$ cat config.mk
export PLATFORM = sky130hd
export DESIGN_NAME = ecc_page_tally
export DESIGN_NICKNAME = d
export VERILOG_FILES = /design/src/rtl/ecc_page_tally.sv
export SDC_FILE = /design/constraint.sdc
export NUM_CORES = 1
export LEC_CHECK = 0
export BUFFER_PORTS_ARGS = -buffer_cell sky130_fd_sc_hd__buf_2
export CAP_MARGIN = 20
export CORE_MARGIN = 1
export CORE_UTILIZATION = 30
export DETAILED_ROUTE_END_ITERATION = 10
export GPL_ROUTABILITY_DRIVEN = 0
export PLACE_DENSITY = 0.57
export SYNTH_ARGS = -nofsm -noshare
export SYNTH_HDL_FRONTEND = slang
export SYNTH_SLANG_ARGS = --single-unit
$ cat constraint.sdc
create_clock -name clk -period 2.8 [get_ports clk]
set_input_delay 0.42 -clock clk [delete_from_list [all_inputs] [get_ports clk]]
set_output_delay 0.42 -clock clk [all_outputs]
set_load 0.02 [all_outputs]
$ cat src/rtl/ecc_page_tally.sv
module ecc_page_tally #(
  parameter int CNT_IN_W = 8
) (
  input  logic                clk,
  input  logic                rst_n,
  input  logic                page_start,
  input  logic                pkt_valid,
  input  logic                pkt_ok,
  input  logic [CNT_IN_W-1:0] pkt_errs,
  input  logic                page_end,
  input  logic                page_erased,
  output logic [16:0]         status,
  output logic [5:0]          page_max,
  output logic                page_ok,
  output logic                done
);

  localparam int FW = 6;
  localparam logic [FW-1:0] SAT = '1;

  logic          open_q, seen_q, f_ok_q, r_ok_q, empty_q, done_q;
  logic [FW-1:0] f_cnt_q, r_max_q;

  logic          open_b, seen_b, f_ok_b, r_ok_b, empty_b;
  logic [FW-1:0] f_cnt_b, r_max_b;
  logic          take, close;
  logic [FW-1:0] clip;

  assign clip = (pkt_errs > CNT_IN_W'(SAT)) ? SAT : pkt_errs[FW-1:0];

  always_comb begin
    if (page_start) begin
      open_b = 1'b1; seen_b = 1'b0; f_ok_b = 1'b0; f_cnt_b = '0;
      r_ok_b = 1'b1; r_max_b = '0;  empty_b = 1'b0;
    end else begin
      open_b = open_q; seen_b = seen_q; f_ok_b = f_ok_q; f_cnt_b = f_cnt_q;
      r_ok_b = r_ok_q; r_max_b = r_max_q; empty_b = empty_q;
    end
  end

  assign take  = pkt_valid & open_b;
  assign close = page_end & open_b;

  always_ff @(posedge clk) begin
    if (!rst_n) begin
      open_q <= 1'b0; seen_q <= 1'b0; f_ok_q <= 1'b0; f_cnt_q <= '0;
      r_ok_q <= 1'b0; r_max_q <= '0;  empty_q <= 1'b0; done_q <= 1'b0;
    end else begin
      open_q  <= open_b & ~close;
      seen_q  <= seen_b | take;
      f_ok_q  <= (take && !seen_b) ? pkt_ok : f_ok_b;
      f_cnt_q <= (take && !seen_b) ? clip : f_cnt_b;
      r_ok_q  <= (take && seen_b) ? (r_ok_b & pkt_ok) : r_ok_b;
      r_max_q <= (take && seen_b && clip > r_max_b) ? clip : r_max_b;
      empty_q <= close ? page_erased : empty_b;
      done_q  <= close;
    end
  end

  assign status   = {empty_q, r_ok_q, 1'b0, r_max_q, f_ok_q, 1'b0, f_cnt_q};
  assign page_max = empty_q ? '0 : ((f_cnt_q > r_max_q) ? f_cnt_q : r_max_q);
  assign page_ok  = empty_q | (f_ok_q & r_ok_q);
  assign done     = done_q;

  a_r8_done_follows_end: assert property (@(posedge clk) disable iff (!rst_n)
    (page_end && (open_q || page_start)) |=> done);
  a_r8_done_has_cause: assert property (@(posedge clk) disable iff (!rst_n)
    done |-> $past(page_end));
  a_r9_hold_when_closed: assert property (@(posedge clk) disable iff (!rst_n)
    (!open_q && !page_start) |=> $stable(status));
  a_r3_fail_sticky: assert property (@(posedge clk) disable iff (!rst_n)
    (open_q && !page_start && !status[15]) |=> !status[15]);
  a_r4_max_grows: assert property (@(posedge clk) disable iff (!rst_n)
    (open_q && !page_start) |=> (status[13:8] >= $past(status[13:8])));
  a_r10_clear: assert property (@(posedge clk) disable iff (!rst_n)
    (page_start && !pkt_valid && !page_end) |=> (status == 17'h08000));
  a_r6_empty_flag: assert property (@(posedge clk) disable iff (!rst_n)
    (page_end && page_erased && (open_q || page_start)) |=> (status[16] && page_ok && page_max == 6'd0));

endmodule

==> Flow_metrics.wiki, run 1 <==
{| class="wikitable"
! Metric !! Value
|-
| Highest net fanout along the worst path || 6
|-
| First-pass GRT wire length || 4761 um
|-
| Antenna Violating Nets Remaining || 0
|-
| Count of endpoints failing hold in the final timing report || 0
|-
| Synth cell types || 33
|-
| Initial core utilization || 0.3249
|-
| Post-synthesis async set-or-reset flop share || 0
|-
| Tightest hold margin || between 0.3 and 0.4 ns
|-
| Class of the worst hold path || input port to flop
|-
| Largest area contributor in the netlist || sky130_fd_sc_hd__dfxtp_1
|-
| Placed wire-length estimate after detailed placement || 2202 um
|-
| Number of rows created at floorplan || 23
|-
| Critical Path Source Type || flop
|-
| Clock tree skew after final layout || 0.001771 ns
|-
| Via/cell ratio || 4.698
|-
| Number of global-route vias before repair || 966
|-
| CP Data Required Time || 2.38 ns
|-
| Power density over the cells || ~400 nW/um^2
|-
| Final core area utilization || 0.3901
|-
| Overall via count from detail_route || 1104
|-
| Setup TNS || 0 ns
|-
| Drt total wl || 2843 um
|-
| Post-detailed-route wirelength per cell || 12.10 um
|-
| Clock input transition at the sequential cells of the worst setup and hold paths || roughly 0.07 ns
|-
| Post-route fraction of the period consumed by the critical path || 0.9017
|-
| Detailed-routing iteration count for the pre-antenna-repair pass || 4
|-
| Worst EP arrival || ~2.1 ns
|-
| Maxcap violations || 0
|-
| X dimension of the die || 68.99 um
|-
| Layout cells sized above 1 || 0.2865
|-
| Antenna Cells || 0
|-
| Seq cells post-synth || 18
|-
| Total power draw || 0.0006340 W
|-
| CTS H-tree depth || 1
|-
| Floorplan Core Area || 4144 sq um
|-
| CP Class || flop to output pin
|-
| Number of port buffers || 37
|-
| P&R area growth vs syn || 20.07%
|-
| Net total in the final layout || around 210
|-
| Count of boundary I/O pins || 40
|-
| Leakage power total || roughly 0.73 nW
|-
| Most common library cells after synthesis || sky130_fd_sc_hd__dfxtp_1 (18), sky130_fd_sc_hd__mux2i_1 (18), sky130_fd_sc_hd__nand2b_1 (18)
|-
| Netlist Area Pre-Place || 1346 sq um
|-
| Number of inserted filler cells in the final layout || 448
|-
| Critical path endpoint category || output pin
|-
| Chip height || 68.99 um
|-
| Final Critical Period || ~2.5 ns
|-
| Area of the die || 4760 sq um
|-
| Clock network latency to the later pin of the worst-skew pair || approximately 0.25 ns
|-
| Area share of the largest cell type after synthesis || 0.2677
|-
| Final max-slew violation count || 0
|-
| Number of enable flip-flop cells after synthesis || 0
|-
| Proportion of synthesized chip area in sequential cells || 0.2677
|-
| Number of CTS-inserted buffers || 3
|-
| Buffer cell driving the clock tree root || sky130_fd_sc_hd__clkbuf_8
|-
| Outcome || completed
|-
| Initial antenna violation count || 0
|-
| Number of failing setup endpoints in the final timing report || 0
|-
| Slew @ Worst Pin || 0.5274 ns
|-
| Number of setup buffers added after CTS || 0
|-
| Largest net degree at the start of global routing || 27
|-
| Cell count after synthesis || approximately 150
|-
| Slew HR || 0.6483
|-
| RSZ-0062 raised after global routing || false
|-
| Number of warnings printed during yosys synthesis || 0
|-
| Total Routing Usage GR || 0.1351
|-
| Post-route DRC violation count || 0
|-
| Ranking of synthesized cells by area || sky130_fd_sc_hd__dfxtp_1 (27%), sky130_fd_sc_hd__mux2i_1 (13%), sky130_fd_sc_hd__ha_1 (11%)
|-
| Sum of overflow across all layers after global routing || 0
|-
| Count of hold-fix buffers inserted at cts || 0
|-
| Post_cts resized || 0
|-
| Maximum buffer depth of the clock tree || 2
|-
| Achievable clock frequency || roughly 400 MHz
|-
| CTS tree || built
|-
| Avg Synthesized Cell Area || 9.036 sq um
|-
| Worst supply voltage drop on vdd || between 0.15 and 0.2 mV
|-
| Commonest register cell after synthesis || sky130_fd_sc_hd__dfxtp_1
|-
| Clock Sink Count || 18
|-
| Starting DRC count in detailed routing || 35
|}
through the flow:
step	cells	worst slack (ns)	area, sq um
floorplan	150	0.4221	1350
global placement	231	0.3413	1562
global route	235	0.1103	1617
finish	235	0.2752	1617
CTS	235	0.2464	1617
detailed placement	231	0.3043	1562
final cells by class:
| type | instances | area (sq um) | share of cell area |
|---|---|---|---|
| clock buffers | 4 | 55.05 | 0.03406 |
| well taps | 50 | 62.56 | 0.03870 |
| inverters | 7 | 26.28 | 0.01625 |
| multi-input cells | 115 | 897.1 | 0.5550 |
| repair buffers | 41 | 215.2 | 0.1331 |
| flip-flops and latches | 18 | 360.3 | 0.2229 |
power breakdown:
part	internal, W	total, W	switching (W)
Clock	0.000125	0.000209	0.0000845
Combinational	0.0000650	0.000147	0.0000818
Sequential	0.000266	0.000278	0.0000115
path summary, 6_finish.rpt:
check / from / slack (ns) / depth (start not counted) / endpoint
worst max-delay path: r_max_q[2] / 0.28 / 7 / page_max[1]
worst min-delay path: page_end / 0.37 / 2 / open_q
worst max register to register: r_max_q[5] / 0.80 / 7 / r_max_q[4]
worst min register to register: seen_q / 0.50 / 2 / seen_q
worst max-delay path, cell delays in order, from the launching register on:
cell and delay, ns:
sky130_fd_sc_hd__dfxtp_1 0.43, sky130_fd_sc_hd__inv_1 0.07, sky130_fd_sc_hd__ha_1 0.26, sky130_fd_sc_hd__and4_1 0.18, sky130_fd_sc_hd__o21ai_0 0.14, sky130_fd_sc_hd__a31oi_4 0.36, sky130_fd_sc_hd__mux2i_1 0.23, sky130_fd_sc_hd__buf_2 0.18
registers in the layout (all words and copies together) (netlist names):
register / count
open_q: 1
done: 1
r_ok_q: 1
f_ok_q: 1
seen_q: 1
empty_q: 1
f_cnt_q: 6
r_max_q: 6
metal layers:
layer / vias to the layer above / global-route usage / share of wire
met3: 2 / 0.006579 / 0.037
met4: 0 / 0.06122 / 0.012
met1: 491 / 0.2069 / 0.52
met5: - / 0 / 0
met2: 28 / 0.1893 / 0.43
li1: 583 / - / -
placed cells by master (no fill, tap or decap), drive strengths merged:
| cell type | instances |
|---|---|
| buf | 41 |
| nand3b | 6 |
| nor2 | 4 |
| clkbuf | 4 |
| and3 | 2 |
| inv | 7 |
| nand3 | 2 |
| a31oi | 1 |
| and4 | 2 |
| a311oi | 1 |
| a21o | 3 |
| or3 | 5 |
| nand2b | 18 |
| o21a | 1 |
| o221a | 1 |
| conb | 2 |
| dfxtp | 18 |
| nand4b | 1 |
| a21oi | 2 |
| nor2b | 16 |
| a211oi | 1 |
| or2 | 1 |
| mux2i | 18 |
| nand2 | 7 |
| o211ai | 1 |
| ha | 12 |
| a21boi | 2 |
| o21ai | 6 |
cells by family (layout without fill, tap and decap cells):
| kind of cell | Yosys count | count (layout) | synth area share |
|---|---|---|---|
| other | 1 | 2 | 0.002785 |
| buffers and inverters | 17 | 52 | 0.06877 |
| flip-flops | 18 | 18 | 0.2677 |
| AND/OR/NAND/NOR | 64 | 64 | 0.2918 |
| AO/OA/AOI/OAI | 19 | 19 | 0.1236 |
| multiplexers | 18 | 18 | 0.1338 |
| adder cells (fa/ha/maj) | 12 | 12 | 0.1115 |
(Power assumes the default switching activity.)
==> run 2, diff against run 1 <==
==> constraint.sdc (replaced) <==
create_clock -name clk -period 2.35 [get_ports clk]
set_input_delay 0.3525 -clock clk [delete_from_list [all_inputs] [get_ports clk]]
set_output_delay 0.3525 -clock clk [all_outputs]
set_load 0.02 [all_outputs]
==> run 2 against run 1 <==
Setup slack worse by 0.20 ns. Sequential cell count did not move. Power is 26% higher. Register-to-register slack got worse by 0.41 ns. Critical path type unchanged.
==> Flow_metrics.wiki, run 2 (synthesized netlist as in run 1, its figures left out) <==
{| class="wikitable"
! Metric !! Value
|-
| CTS tree || built
|-
| P&R area growth vs syn || 31.51%
|-
| Critical Path Source Type || flop
|-
| Worst supply voltage drop on vdd || 0.1777 mV
|-
| Antenna Violating Nets Remaining || 0
|-
| Critical-path cell list || inv_2, ha_4, and4_4, o21ai_4, a31oi_4, mux2i_1, buf_4
|-
| Antenna Cells || 0
|-
| Leakage power total || 0.7923 nW
|-
| Number of rows created at floorplan || 23
|-
| Clock tree skew after final layout || 0.005844 ns
|-
| Slowest cell on the critical path || sky130_fd_sc_hd__dfxtp_2
|-
| Number of CTS-inserted buffers || 3
|-
| Launching point of the worst reg2reg path || r_max_q[3]
|-
| Crit path capture || page_max[2]
|-
| Critical path endpoint category || output pin
|-
| Final max-slew violation count || 0
|-
| Net total in the final layout || between 200 and 250
|-
| Number of inserted filler cells in the final layout || 436
|-
| Post-route DRC violation count || 0
|-
| Number of failing setup endpoints in the final timing report || 0
|-
| Outcome || completed
|-
| Post-route fraction of the period consumed by the critical path || 0.9664
|-
| CP Class || flop to output pin
|-
| Floorplan Core Area || between 4000 and 5000 sq um
|-
| First-pass GRT wire length || around 5000 um
|-
| X dimension of the die || 68.99 um
|-
| Achievable clock frequency || 440.3 MHz
|-
| Sum of overflow across all layers after global routing || 0
|-
| Power density over the cells || 451.3 nW/um^2
|-
| Final WS setup || 0.07898 ns
|-
| Post-route cell area || 1770 sq um
|-
| Delay of the slowest critical-path stage || 0.34 ns
|-
| Terminus of the critical flop-to-flop path || r_max_q[5]
|-
| Overall via count from detail_route || 1136
|-
| CTS H-tree depth || 1
|-
| Footprint of the multi-input gates || 973.4 sq um
|-
| CP Data Required Time || 2.00 ns
|-
| Buffer cell driving the clock tree root || sky130_fd_sc_hd__clkbuf_8
|-
| Source of the critical timing path || r_max_q[3]
|-
| Post-detailed-route wirelength per cell || 12.63 um
|-
| Maxcap violations || 0
|-
| Worst EP arrival || 1.92 ns
|-
| Clock Sink Count || 18
|-
| Total Routing Usage GR || 0.1408
|-
| Tightest hold margin || 0.2842 ns
|-
| Layout cells sized above 1 || 0.4115
|-
| Number of port buffers || 37
|-
| Drt total wl || 3056 um
|-
| Worst slack after detailed placement || 0.008327 ns
|-
| Count of boundary I/O pins || 40
|-
| Count of endpoints failing hold in the final timing report || 0
|-
| Count of hold-fix buffers inserted at cts || 0
|-
| Most common cell after layout, fill and taps aside || sky130_fd_sc_hd__buf_2
|-
| Initial core utilization || 0.3249
|-
| Initial antenna violation count || 0
|-
| RSZ-0062 raised after global routing || true
|-
| Largest net degree at the start of global routing || 24
|-
| FF-to-FF path depth || 9
|-
| FF-to-FF setup slack || 0.39 ns
|-
| Clock input transition at the sequential cells of the worst setup and hold paths || 0.07 ns
|-
| Class of the worst hold path || input port to flop
|-
| Placement Cell Area || 1599 sq um
|-
| Maximum buffer depth of the clock tree || 2
|-
| Placed wire-length estimate after detailed placement || 2313 um
|-
| Via/cell ratio || between 4 and 5
|-
| Detailed-routing iteration count for the pre-antenna-repair pass || 4
|-
| Highest net fanout along the worst path || 6
|-
| Most frequent cells in the layout || sky130_fd_sc_hd__buf_2 (31), sky130_fd_sc_hd__nand2b_1 (18), sky130_fd_sc_hd__mux2i_1 (18), sky130_fd_sc_hd__buf_4 (17), sky130_fd_sc_hd__nor2b_1 (15)
|-
| Largest registers || f_cnt_q x6, r_max_q x6
|-
| Chip height || 68.99 um
|-
| Starting DRC count in detailed routing || 24
|-
| Area of the die || 4760 sq um
|-
| Clock network latency to the later pin of the worst-skew pair || 0.26 ns
|-
| Sequential cell area || about 370 sq um
|-
| Final Critical Period || 2.271 ns
|-
| Number of global-route vias before repair || 1024
|}
==> run 2: cell count changes in the layout (fill, tap and decap cells not counted), moves of 4 or more <==
cell / delta
sky130_fd_sc_hd__buf_4: +13
sky130_fd_sc_hd__dfxtp_1: -8
sky130_fd_sc_hd__dfxtp_2: +8
sky130_fd_sc_hd__buf_2: -6
sky130_fd_sc_hd__ha_1: -4
sky130_fd_sc_hd__ha_4: +4
==> run 2: how the worst min path moves through the flow <==
stage / startpoint / end / cells after the start / slack (ns)
after CTS: page_end / open_q / 2 / 0.29
after detailed placement: seen_q / seen_q / 2 / 0.49
after floorplan: page_end / open_q / 1 / 0.42
after global placement: seen_q / seen_q / 2 / 0.49
after global routing: page_end / open_q / 2 / 0.29
final: page_end / open_q / 2 / 0.28
==> run 2: area by class of cell <==
type	instances	area share
multi-input cells	115	0.5498
flip-flops and latches	18	0.2092
repair buffers	48	0.1597
well taps	50	0.03534
clock buffers	4	0.03110
inverters	7	0.01484
==> run 2: power by group <==
group	internal [W]	leakage, nW	switching (W)
Combinational	0.0000984	0.613	0.000104
Sequential	0.000318	0.151	0.0000142
Clock	0.000149	0.0288	0.000114
==> run 2: what timing repair did <==
action                                  CTS  global route
setup buffers                             0             2
endpoints found under the setup margin    6             6
pin swaps                                 2             6
gates resized for setup                   7            21
endpoints found under the hold margin     0             0
==> run 2: metal layers <==
layer / part of all wire / vias to the layer above / GRT usage / wire (um)
li1: - / 593 / - / -
met1: 0.50 / 515 / 0.1870 / 1531
met2: 0.45 / 23 / 0.2245 / 1377
met3: 0.027 / 5 / 0.01480 / 84
met4: 0.021 / 0 / 0.06888 / 63
met5: 0 / - / 0 / 0
==> run 2: worst max-delay path: cells and delay by family, from the launching register on <==
kind,cells,cell delay [ns]
flip-flops,1,0.34
multiplexers,1,0.23
adder cells (fa/ha/maj),1,0.26
buffers and inverters,2,0.21
AO/OA/AOI/OAI,2,0.38
AND/OR/NAND/NOR,1,0.24
==> run 2: per-stage QoR <==
stage / power (W) / setup TNS (ns) / util / instances
2_1_floorplan: 0.0004685 / 0 / - / 150
3_3_place_gp: 0.0005194 / 0 / 0.3859 / 236
3_5_place_dp: 0.0005192 / 0 / 0.3859 / 236
4_1_cts: 0.0007836 / 0 / 0.4073 / 240
5_1_grt: 0.0008326 / -0.1038 / 0.4272 / 242
6_report: 0.0007989 / 0 / 0.4272 / 242
